$ cat config.mk
export PLATFORM = sky130hd
export DESIGN_NAME = pwr_mode_fsm
export DESIGN_NICKNAME = d
export VERILOG_FILES = /design/src/rtl/pwr_mode_fsm.sv
export SDC_FILE = /design/constraint.sdc
export NUM_CORES = 1
export LEC_CHECK = 0
export CAP_MARGIN = 15
export CELL_PAD_IN_SITES_DETAIL_PLACEMENT = 0
export CELL_PAD_IN_SITES_GLOBAL_PLACEMENT = 1
export CORE_MARGIN = 8
export CORE_UTILIZATION = 29
export CTS_BUF_LIST = sky130_fd_sc_hd__clkbuf_8
export DETAILED_ROUTE_END_ITERATION = 7
export PLACE_DENSITY_LB_ADDON = 0.08
export SKIP_LAST_GASP = 1
export SYNTH_ARGS = -nofsm -noshare
export SYNTH_HDL_FRONTEND = slang
export SYNTH_SLANG_ARGS = --single-unit
$ cat constraint.sdc
create_clock -name clk -period 2.1 [get_ports clk]
set_clock_uncertainty 0.2 [all_clocks]
set_input_delay 0.42 -clock clk [delete_from_list [all_inputs] [get_ports clk]]
set_output_delay 0.42 -clock clk [all_outputs]
set_load 0.005 [all_outputs]
$ cat src/rtl/pwr_mode_fsm.sv
module pwr_mode_fsm #(
  parameter int BLANK_CYC = 30000,
  parameter int POR_CYC   = 3
) (
  input  logic       clk,
  input  logic       rst_n,
  input  logic       cs_wake,
  input  logic       bus_act,
  input  logic       reg_stable,
  input  logic       reg_uv,
  input  logic       bat_on,
  input  logic       slope_sel,
  input  logic       txd,
  output logic       tx_en,
  output logic       reg_en,
  output logic       slope_lat,
  output logic       bus_dom,
  output logic [2:0] mode
);
  localparam int CW = $clog2(BLANK_CYC + 1);
  localparam int PW = $clog2(POR_CYC + 1);
  localparam logic [CW-1:0] BLANK_END = CW'(BLANK_CYC);
  localparam logic [PW-1:0] POR_END   = PW'(POR_CYC - 1);
  localparam logic [2:0] M_POR = 3'd0, M_RDY = 3'd1, M_RDY1 = 3'd2,
                         M_OP  = 3'd3, M_PDN = 3'd4, M_BRN  = 3'd5;

  logic [2:0]    st;
  logic [1:0]    cs_sy, bus_sy;
  logic          cs_d, bus_d, wake_pend;
  logic [CW-1:0] blank;
  logic [PW-1:0] por_cnt;

  wire armed    = (blank == BLANK_END);
  wire cs_rise  = cs_sy[1] & ~cs_d;
  wire cs_fall  = ~cs_sy[1] & cs_d;
  wire bus_ev   = bus_sy[1] & ~bus_d;
  wire acc_rise = cs_rise & (armed | (st == M_PDN));
  wire acc_fall = cs_fall & armed;

  assign mode    = st;
  assign tx_en   = (st == M_OP);
  assign reg_en  = (st == M_RDY) | (st == M_RDY1) | (st == M_OP) | ((st == M_PDN) & wake_pend);
  assign bus_dom = tx_en & ~txd;

  always_ff @(posedge clk or negedge rst_n) begin
    if (!rst_n) begin
      cs_sy  <= '0;
      bus_sy <= '0;
      cs_d   <= 1'b0;
      bus_d  <= 1'b0;
    end else begin
      cs_sy  <= {cs_sy[0], cs_wake};
      bus_sy <= {bus_sy[0], bus_act};
      cs_d   <= cs_sy[1];
      bus_d  <= bus_sy[1];
    end
  end

  always_ff @(posedge clk or negedge rst_n) begin
    if (!rst_n)           blank <= '0;
    else if (!reg_stable) blank <= '0;
    else if (!armed)      blank <= blank + 1'b1;
  end

  always_ff @(posedge clk or negedge rst_n) begin
    if (!rst_n) begin
      st        <= M_POR;
      por_cnt   <= '0;
      slope_lat <= 1'b0;
      wake_pend <= 1'b0;
    end else if (reg_en && reg_uv) begin
      st        <= M_BRN;
      wake_pend <= 1'b0;
    end else begin
      case (st)
        M_POR:
          if (por_cnt == POR_END) begin
            st        <= cs_sy[1] ? M_RDY1 : M_RDY;
            slope_lat <= slope_sel;
          end else begin
            por_cnt <= por_cnt + 1'b1;
          end
        M_RDY1:  if (acc_fall) st <= M_RDY;
        M_RDY:   if (acc_rise) st <= M_OP;
        M_OP:    if (acc_fall) st <= M_PDN;
        M_PDN:
          if (acc_rise) begin
            st        <= M_OP;
            wake_pend <= 1'b0;
          end else if (wake_pend && reg_stable) begin
            st        <= M_RDY;
            wake_pend <= 1'b0;
          end else if (bus_ev) begin
            wake_pend <= 1'b1;
          end
        M_BRN:
          if (bat_on) begin
            st      <= M_POR;
            por_cnt <= '0;
          end
        default: st <= M_POR;
      endcase
    end
  end
endmodule


# Word level (Yosys, flattened, before mapping)
# Cells that the tools add are included.
# totals
ff_bits	28
mem_count	0
inputBits	9
word_cells	73
ramBits	0
romBits	0
output_inout_bits	7
latchBits	0
# op_classes
shift	0
n_mul	0
n_bitwise	16
n_eq_ne	16
n_reduce_logical	10
n_addsub	2
div	0
muxes	20
n_lt_le_gt_ge	0
# op_table
cell	count
$mux 15	2
$mux 3	8
$pmux 3 s6	1
$add 15x1->15 const B	1
$eq 15x15->1 const B	1
$and 1x1->1	7
$eq 3x2->1 const B	2
$eq 3x3->1 const B	2
$mux 2	3
$ne 2x2->1 const B	3
$ne 3x2->1 const B	2
$ne 3x3->1 const B	2
$reduce_and 6->1	1
$mux 1	5
$not 1->1	5
$ne 4x2->1 const B	1
$or 1x1->1	4
$pmux 2 s2	1
$reduce_and 4->1	1
$reduce_bool 2->1	2
$reduce_bool 4->1	1
$eq 3x1->1 const B	1
$logic_not 3->1	1
$ne 3x1->1 const B	1
other kinds (5)	6

# Longest topological paths before layout
# Gate-level depths: netlist of run 1.
# logic_depth
word_depth	7
mapped_depth	6
depth_no_buf	6

# Least setup slack after synthesis of run 1
# No wires, ideal clock.
# synth_path
path_kind	reg2reg
start	register blank[0]
end	register st[1], in the netlist mode[1]
path_slack_ns	-0.092
t_required_ns	1.780
path_stages_with_launch	7
path_buffers	0
period_less_slack_ns	2.192
arrival_ns	1.872
setup_time_ns	0.120
path_cell_list	dfrtp_1 > inv_1 > ha_1 > or4bb_1 > nor4_4 > a2111oi_1 > a31o_1
# synth_via
elab_chain_cells	6
elab_cells_between_ends	12
classes_between	eq/ne: 5; mux: 3; bitwise: 3; reduce/logical: 1
# synth_lines
item	line_no	text
start: declaration	30	logic [CW-1:0] blank;
start signal: assignment	62	else if (!armed) blank <= blank + 1'b1;
$eq 15x15->1 *	33	wire armed = (blank == BLANK_END);
$or 1x1->1	37	wire acc_rise = cs_rise & (armed | (st == M_PDN));
$and 1x1->1	37	
$mux 3	87	if (acc_rise) begin
$pmux 3 s6	75	case (st)
$mux 3	71	end else if (reg_en && reg_uv) begin
end signal: assignment	78	st <= cs_sy[1] ? M_RDY1 : M_RDY;
end: declaration	27	logic [2:0] st;
# Every way passes the cells marked *; elsewhere a longest branch is shown, timed or not.
# A chain may end at the register's enable or synchronous reset.

# Worst setup path after layout of run 1
# Same ends and word-level chain as after synthesis.

==> run metrics, run 1 <==
P_leak=0.8540 nW; layout cell share with drive strength beyond 1=20.22%; Max Slew Vio Count=0; worst setup margin=0.05608 ns; Post-synth ARST share=100.0%; die area=0.007530 sq mm; clock root cell=clkbuf_8; Die Span Y=86.78 um; fmax=489.3 MHz; sequential cell area fraction in the yosys report=48.23%; count of cell types in the netlist=38; clk sinks=28; met1 Use GR=13.79%; Fin. Hold Viols=0; CTS tree=yes; Worst Hold Class=reg -> reg; Hold Buf Count CTS=0; Port Buf Inserts=15; Synth-to-Final Area Change=31.44%; Placed Cells=243; top_reg_cell synth=dfrtp_1; most common cell after layout, fill and taps aside=dfrtp_1; io pins=16; Max Cap Viol=0; CTS Buffer Depth=2; Final setup viols=0; critical path required time=2.07 ns; remaining antenna violation count=0; DP Worst Slack=0.04816 ns; global placer's final weighted congestion=0.7683; slew margin rel.=75.80%; hold_ws=0.1559 ns; worst-skew pair later-pin latency=0.28 ns; outcome=complete, no violations; vias in the first global route=1,242; Routed WL per cell=13.98 um; cells after synthesis=146; DR pass1 iterations=4; EDFF count, synth=0; # diodes=0; non-filler instance count after layout=250; Num CTS Buffers=3; Avg Cell Area, Syn=9.950 sq um; final WL=3494 um; GRT busiest layer=met2; Worst-Margin Slew=0.3602 ns; CTS H-tree depth=1; number of synthesized register bits=28; post-synth net total=158; Clock transition at path regs=0.10 ns; # DRC=0; type of the worst setup path=reg -> reg; worst-path maximum fanout=5; via count=1,197; via/cell ratio=4.788; Final nets=197; fin area=0.001909 sq mm; DP HPWL=2595 um; part of the cycle the worst path needs=97.33%; first-pass GRT wire length=6306 um; initial antenna violation count=0; met3 GRT Util=1.890%; die width=86.78 um; Power Dens Cells=960.5 mW/mm^2; pin count of the biggest net entering global routing=29; crit start category=flop; remaining global-route overflow=0; commonest cells after routing, fill and taps aside=dfrtp_1, buf_4, nor2_1, nand2_1, clkdlybuf4s50_1; Crit. End Element=flop; first-iteration detailed-routing DRC count=59; worst vdd ir=0.3110 mV; Synth warnings=0; Core ar.=0.004786 sq mm; all-layer global routing usage=10.42%; synthesized cell area=0.001453 sq mm; Tmin final=2.044 ns; critical path arrival=2.02 ns; met2 Use GR=16.60%; # rows=25; Cell Area, Placed=0.001818 sq mm; unrepaired setup endpoints after global routing=true; Initial Util=30.35%
==> through the flow <==
stage / total power, mW / TNS (ns) / utilization [%]
global route: 1.977 / -0.04651 / 39.90
CTS: 1.839 / 0 / 39.58
detailed placement: 1.467 / 0 / 37.99
floorplan: 1.113 / 0 / -
finish: 1.834 / 0 / 39.90
global placement: 1.464 / 0 / 37.99
==> state kept, by name, indices dropped and copies added, names as in the netlist <==
signal	flops
bus_d	1
bus_sy	2
cs_sy	2
wake_pend	1
mode	3
blank	15
slope_lat	1
cs_d	1
por_cnt	2
==> worst max-delay path, cell delays in order, from the launching register on <==
cell,delay [ns]
dfrtp_1,0.40
inv_2,0.06
ha_1,0.13
or4bb_4,0.46
nor4_4,0.24
buf_4,0.18
a2111oi_2,0.06
a31o_1,0.19
==> power breakdown <==
group / total (mW) / switching (mW) / internal, mW / leakage, nW
registers: 0.664 / 0.0493 / 0.615 / 0.364
clock network: 0.302 / 0.173 / 0.129 / 0.0216
logic: 0.868 / 0.403 / 0.465 / 0.469
total: 1.83 / 0.625 / 1.21 / 0.854
==> cell families after synthesis <==
group / synth area share, %
XOR/XNOR: 6.030
AND/OR/NAND/NOR: 24.89
buffers and inverters: 3.101
multiplexers: 2.153
flip-flops: 48.23
AO/OA/AOI/OAI: 13.01
adder cells (fa/ha/maj): 2.584
==> cells in the mapped netlist (3+ instances only) <==
master,n,area (sq um)
o21ai_0,5,25.02
or4bb_1,3,33.78
dfrtp_1,28,700.7
and3_1,3,18.77
clkbuf_1,5,18.77
nand3_1,8,40.04
nor2b_1,5,31.28
a31oi_1,3,18.77
nand4_1,3,18.77
xor2_1,8,70.07
a21oi_1,6,30.03
o21a_1,3,22.52
ha_1,3,37.54
or3_1,3,18.77
inv_1,7,26.28
nand2_1,11,41.29
nor2_1,15,56.30
==> path summary, 6_finish.rpt <==
kind	depth (start not counted)	slack (ns)	endpoint	start
min in group asynchronous	2	0.31	blank[11]$_DFFE_PN0P_	rst_n
setup / recovery	7	0.06	mode[1]$_DFFE_PN0P_	blank[0]$_DFFE_PN0P_
max in group asynchronous	2	1.12	mode[2]$_DFFE_PN0P_	rst_n
hold / removal	0	0.16	bus_sy[1]$_DFF_PN0_	bus_sy[0]$_DFF_PN0_
hold reg to reg	0	0.16	bus_sy[1]$_DFF_PN0_	bus_sy[0]$_DFF_PN0_
setup reg to reg	7	0.06	mode[1]$_DFFE_PN0P_	blank[0]$_DFFE_PN0P_
==> per-layer routing <==
layer | share of wire, % | up-vias
met5 | 0 | -
met3 | 2.7 | 6
met2 | 45 | 11
met4 | 1.1 | 0
met1 | 51 | 582
li1 | - | 598
==> layout make-up <==
type / count / area [sq um]
Sequential cell: 28 / 700.7
Tap cell: 67 / 83.83
Clock buffer: 3 / 41.29
Timing Repair Buffer: 39 / 329.1
Inverter: 7 / 26.28
Fill cell: 482 / 2877
Multi-Input combinational cell: 106 / 728.2
==> what timing repair did <==
action,in CTS,in global routing
endpoints found under the hold margin,0,0
buffers inserted,3,1
endpoints found under the setup margin,4,5
pin swaps,0,2
resized for setup,8,6
(Power assumes the default switching activity.)
==> run 2: changes to the inputs <==
- GPL_TIMING_DRIVEN: default -> 0
==> run 2 against run 1 <==
Count of clock-buffer cells in the layout unchanged; clock power increased by 42%; total power increased by 7.6%; global-route usage decreased by 0.77 points; combinational power decreased by 0.9%; non-clock buffer count decreased by 7; critical endpoint is now reg_en; largest cell class unchanged; highest routed layer unchanged.
==> run metrics, run 2 (same netlist as run 1, synthesis figures left out) <==
via count=1,193 (was 1,197); die width=86.78 um (unchanged); unrepaired setup endpoints after global routing=true (unchanged); commonest cells after routing, fill and taps aside=dfrtp_1, nor2_1, clkdlybuf4s50_1, buf_4, nand2_1 (was dfrtp_1, buf_4, nor2_1, nand2_1, clkdlybuf4s50_1); slew margin rel.=48.61% (was 75.80%); critical path required time=1.48 ns (was 2.07 ns); total negative slack=0 ns (unchanged); type of the worst setup path=reg -> out (was reg -> reg); crit start category=flop (unchanged); # rows=25 (unchanged); Port Buf Inserts=15 (unchanged); Worst Hold Class=reg -> reg (unchanged); CP Buf/Inv Count=2 (unchanged); DP HPWL=2544 um (was 2595 um); Die Span Y=86.78 um (unchanged); clk sinks=28 (unchanged); initial antenna violation count=0 (unchanged); Power Dens Cells=1038 mW/mm^2 (was 960.5 mW/mm^2); Tmin final=2.080 ns (was 2.044 ns); Max Slew Vio Count=0 (unchanged); worst-path cell chain=buf_4 -> nor2_4 -> mux2i_2 -> dlygate4sd2_1 (was inv_2 -> ha_1 -> or4bb_4 -> nor4_4 -> buf_4 -> a2111oi_2 -> a31o_1); worst-path maximum fanout=2 (was 5); DR pass1 iterations=4 (unchanged); remaining antenna violation count=0 (unchanged); final WL=3478 um (was 3494 um); Crit. End Element=output pin (was flop); remaining global-route overflow=0 (unchanged); die area=0.007530 sq mm (unchanged); first-pass GRT wire length=5802 um (was 6306 um); first-iteration detailed-routing DRC count=48 (was 59); Top reg by flops=blank (unchanged); P_leak=0.8099 nW (was 0.8540 nW); all-layer global routing usage=9.651% (was 10.42%); most common cell after layout, fill and taps aside=dfrtp_1 (unchanged); clock root cell=clkbuf_8 (unchanged); fmax=480.7 MHz (was 489.3 MHz); Storage cell area=703.2 sq um (was 700.7 sq um); Num CTS Buffers=3 (unchanged); Final setup viols=0 (unchanged); Clock transition at path regs=0.10 ns (about the same); part of the cycle the worst path needs=99.06% (was 97.33%); CP max-delay cell=dfrtp_1 (was or4bb_4); CTS Buffer Depth=2 (unchanged); max reg flops=15 (unchanged); layout cell share with drive strength beyond 1=17.51% (was 20.22%); CTS tree=yes (unchanged); fillcell total=503 (was 482); Initial Util=30.35% (unchanged); Routed WL per cell=14.25 um (was 13.98 um); via/cell ratio=4.889 (was 4.788); Synth-to-Final Area Change=30.84% (was 31.44%); Fin. Hold Viols=0 (unchanged); Worst-Margin Slew=0.7685 ns (was 0.3602 ns); fin area=0.001901 sq mm (was 0.001909 sq mm); global placer's final weighted congestion=0.7939 (was 0.7683); Max Cap Viol=0 (unchanged); crit-path max cell delay=0.40 ns (was 0.46 ns); worst-skew pair later-pin latency=0.27 ns (was 0.28 ns); outcome=complete, no violations (unchanged); # DRC=0 (unchanged); io pins=16 (unchanged); multi-input logic area=726.9 sq um (was 728.2 sq um); delay-heaviest family, CP=buffers and inverters (was simple AND/OR/NAND/NOR gates); critical path arrival=1.46 ns (was 2.02 ns); Final nets=190 (was 197); pin count of the biggest net entering global routing=17 (was 29); # diodes=0 (unchanged); Cell Area, Placed=0.001714 sq mm (was 0.001818 sq mm); CTS H-tree depth=1 (unchanged); vias in the first global route=1,195 (was 1,242); worst vdd ir=0.4126 mV (was 0.3110 mV); Core ar.=0.004786 sq mm (unchanged)
run 2: cell count changes in the layout (fill, tap and decap cells not counted), moves of 2 or more:
cell      change
buf_4        -11
dfrtp_1       -2
clkbuf_1      +2
dfrtp_2       +2
run 2: path summary, 6_finish.rpt:
path                       slack, ns  depth (start not counted)             startpoint                      to
hold / removal                  0.16                          0    bus_sy[0]$_DFF_PN0_     bus_sy[1]$_DFF_PN0_
setup reg to reg                0.07                          5  blank[11]$_DFFE_PN0P_     mode[1]$_DFFE_PN0P_
max in group asynchronous       0.78                          2                  rst_n    blank[3]$_DFFE_PN0P_
hold reg to reg                 0.16                          0    bus_sy[0]$_DFF_PN0_     bus_sy[1]$_DFF_PN0_
min in group asynchronous       0.39                          1                  rst_n  por_cnt[0]$_DFFE_PN0P_
setup / recovery                0.02                          4    mode[0]$_DFFE_PN0P_                  reg_en
run 2: through the flow:
| stage | utilization, % | setup WS (ns) | total power, mW | hold slack [ns] | instances |
|---|---|---|---|---|---|
| 6_report | 39.71 | 0.01981 | 1.973 | 0.1633 | 244 |
| 5_1_grt | 39.71 | -0.04367 | 2.111 | 0.1815 | 244 |
| 4_1_cts | 39.09 | -0.09458 | 1.940 | 0.1680 | 240 |
| 3_5_place_dp | 35.82 | -0.3388 | 1.389 | 0.1388 | 229 |
| 3_3_place_gp | 35.24 | -0.3236 | 1.374 | 0.1372 | 228 |
| 2_1_floorplan | - | 0.02806 | 1.113 | -0.07559 | 146 |
run 2: cell type report:
| type | instances | area share, % |
|---|---|---|
| Timing Repair Buffer | 28 | 13.69 |
| Inverter | 7 | 1.382 |
| Multi-Input combinational cell | 106 | 38.25 |
| Buffer | 4 | 1.514 |
| Tap cell | 67 | 4.411 |
| Clock inverter | 1 | 1.580 |
| Sequential cell | 28 | 37.00 |
| Clock buffer | 3 | 2.172 |
run 2: timing repair:
item                                    in CTS  in global routing
pin swaps                                    3                  1
hold buffers                                 0                  0
hold endpoints to repair                     0                  0
setup buffers                                8                  4
resized for setup                           15                  5
cloned                                       0                  0
endpoints found under the setup margin       9                  4
run 2: worst register-to-register path: stages (launching register included):
cell       delay, ns
dfrtp_1         0.42
or4bb_1         0.55
nor4_4          0.30
buf_4           0.18
a2111oi_1       0.08
a31o_1          0.21
run 2: where the power goes:
part	internal, mW	switching, mW
Combinational	0.462	0.398
Sequential	0.618	0.0655
Clock	0.255	0.173
run 2: routing by layer:
metal / GRT usage (%) / share of wire [%] / up-vias
met3: 2.268 / 2.9 / 4
met4: 2.347 / 0.95 / 0
met2: 14.65 / 45 / 13
met1: 13.30 / 51 / 591
met5: 0 / 0 / -
li1: - / - / 585
==> run 3: changes to the inputs <==
- CORE_UTILIZATION: 29 -> 40
==> run 3 against run 2 <==
Combinational power is 0.7% higher; register-to-register slack worse by 0.03 ns; flip-flop and latch count stayed put; via count is 1.0% higher; fmax is 1.1% higher; global-route usage is 1.3 points higher; sequential share of layout area is 0.39 points higher; core utilization is 13 points higher; critical path type is now reg -> reg; largest cell class unchanged; highest routed layer unchanged.
==> run metrics, run 3 (same netlist as run 1, synthesis figures left out) <==
outcome=complete, no violations (unchanged); pin count of the biggest net entering global routing=18 (was 17); Max Slew Vio Count=0 (unchanged); Power Dens Cells=1039 mW/mm^2 (was 1038 mW/mm^2); Core ar.=0.003578 sq mm (was 0.004786 sq mm); CTS H-tree depth=1 (unchanged); clock root cell=clkbuf_8 (unchanged); Crit. End Element=flop (was output pin); total negative slack=0 ns (unchanged); critical path arrival=2.01 ns (was 1.46 ns); die width=76.26 um (was 86.78 um); crit-path max cell delay=0.57 ns (was 0.40 ns); die area=0.005816 sq mm (was 0.007530 sq mm); slew margin rel.=54.64% (was 48.61%); DP HPWL=2339 um (was 2544 um); Final nets=191 (was 190); Final setup viols=0 (unchanged); unrepaired setup endpoints after global routing=true (unchanged); first-iteration detailed-routing DRC count=52 (was 48); worst setup margin=0.04293 ns (was 0.01981 ns); Initial Util=40.59% (was 30.35%); commonest cells after routing, fill and taps aside=dfrtp_1, nor2_1, buf_4, clkdlybuf4s50_1, nand2_1 (was dfrtp_1, nor2_1, clkdlybuf4s50_1, buf_4, nand2_1); hold_ws=0.1628 ns (was 0.1633 ns); Placed Cells=210 (was 229); Tmin final=2.057 ns (was 2.080 ns); # diodes=0 (unchanged); vias in the first global route=1,166 (was 1,195); CTS tree=yes (unchanged); worst vdd ir=0.5565 mV (was 0.4126 mV); max reg flops=15 (unchanged); non-filler instance count after layout=226 (was 244); Worst Hold Class=reg -> reg (unchanged); io pins=16 (unchanged); Finished Core Util=52.55% (was 39.71%); fillcell total=353 (was 503); CP max-delay cell=or4bb_1 (was dfrtp_1); via/cell ratio=5.332 (was 4.889); via count=1,205 (was 1,193); Port Buf Inserts=15 (unchanged); part of the cycle the worst path needs=97.96% (was 99.06%); critical path required time=2.05 ns (was 1.48 ns); P_leak=0.8150 nW (was 0.8099 nW); Num CTS Buffers=3 (unchanged); Hold Buf Count CTS=0 (unchanged); CTS Buffer Depth=2 (unchanged); fmax=486.1 MHz (was 480.7 MHz); worst-path maximum fanout=4 (was 2); Max Cap Viol=0 (unchanged); fin area=0.001881 sq mm (was 0.001901 sq mm); DR pass1 iterations=4 (unchanged); most common cell after layout, fill and taps aside=dfrtp_1 (unchanged); Worst-Margin Slew=0.6783 ns (was 0.7685 ns); Tot Pwr=1.955 mW (was 1.973 mW); Top reg by flops=blank (unchanged); remaining global-route overflow=0 (unchanged); all-layer global routing usage=10.93% (was 9.651%); Die Span Y=76.26 um (was 86.78 um); clk sinks=28 (unchanged); crit start category=flop (unchanged); Cell Area, Placed=0.001690 sq mm (was 0.001714 sq mm); # DRC=0 (unchanged); first-pass GRT wire length=5388 um (was 5802 um); layout cell share with drive strength beyond 1=18.54% (was 17.51%); Fin. Hold Viols=0 (unchanged); Clock transition at path regs=0.09 ns (was 0.10 ns); worst-skew pair later-pin latency=0.27 ns (about the same); initial antenna violation count=0 (unchanged); DP Worst Slack=-0.2991 ns (was -0.3388 ns); remaining antenna violation count=0 (unchanged); final WL=3238 um (was 3478 um); Synth-to-Final Area Change=29.46% (was 30.84%); global placer's final weighted congestion=0.7847 (was 0.7939); Routed WL per cell=14.33 um (was 14.25 um); # rows=22 (was 25); type of the worst setup path=reg -> reg (was reg -> out); worst-path cell chain=or4bb_1 -> nor4_4 -> buf_4 -> mux2i_1 -> nor2_1 (was buf_4 -> nor2_4 -> mux2i_2 -> dlygate4sd2_1)
==> run 3: cell type report <==
type / instances / area (sq um) / area share (%)
inverter: 7 / 26.28 / 1.397
clock inverter: 1 / 30.03 / 1.597
multi-input combinational: 106 / 726.9 / 38.66
buffer: 4 / 28.78 / 1.530
timing repair buffer: 29 / 264.0 / 14.04
clock buffer: 3 / 41.29 / 2.196
tap: 48 / 60.06 / 3.194
sequential: 28 / 703.2 / 37.39
==> run 3: final timing paths <==
kind                                        from                    end  slack, ns  depth (start not counted)
hold reg to reg              bus_sy[0]$_DFF_PN0_    bus_sy[1]$_DFF_PN0_       0.16                          0
min in group asynchronous                  rst_n  blank[11]$_DFFE_PN0P_       0.35                          1
setup / recovery           blank[11]$_DFFE_PN0P_   blank[1]$_DFFE_PN0P_       0.04                          5
hold / removal               bus_sy[0]$_DFF_PN0_    bus_sy[1]$_DFF_PN0_       0.16                          0
max in group asynchronous                  rst_n   blank[0]$_DFFE_PN0P_       0.84                          2
setup reg to reg           blank[11]$_DFFE_PN0P_   blank[1]$_DFFE_PN0P_       0.04                          5
==> run 3: critical path: cells and delay by family (launching register included) <==
kind	cells	cell delay [ns]
buf+inv	1	0.19
mux	1	0.17
flops	1	0.42
simple gates	3	0.95
==> run 3: report_power, final <==
| part | switching, mW | internal, mW |
|---|---|---|
| sequential | 0.0495 | 0.618 |
| clock | 0.166 | 0.255 |
| combinational | 0.408 | 0.458 |
| total | 0.623 | 1.33 |
==> run 3: metal layers <==
layer | vias up | part of all wire [%] | track usage [%] | routed length [um]
met5 | - | 0 | 0 | 0
met4 | 0 | 0.59 | 3.654 | 19
met3 | 4 | 4.5 | 2.123 | 146
met2 | 27 | 44 | 16.71 | 1437
met1 | 586 | 50 | 14.95 | 1635
li1 | 588 | - | - | -
==> run 3: timing repair <==
action                                 in CTS  in global routing
buffers inserted                           11                  2
setup endpoints to repair                   9                  7
endpoints found under the hold margin       0                  0
pin swaps                                   3                  1
resized for setup                          18                  3
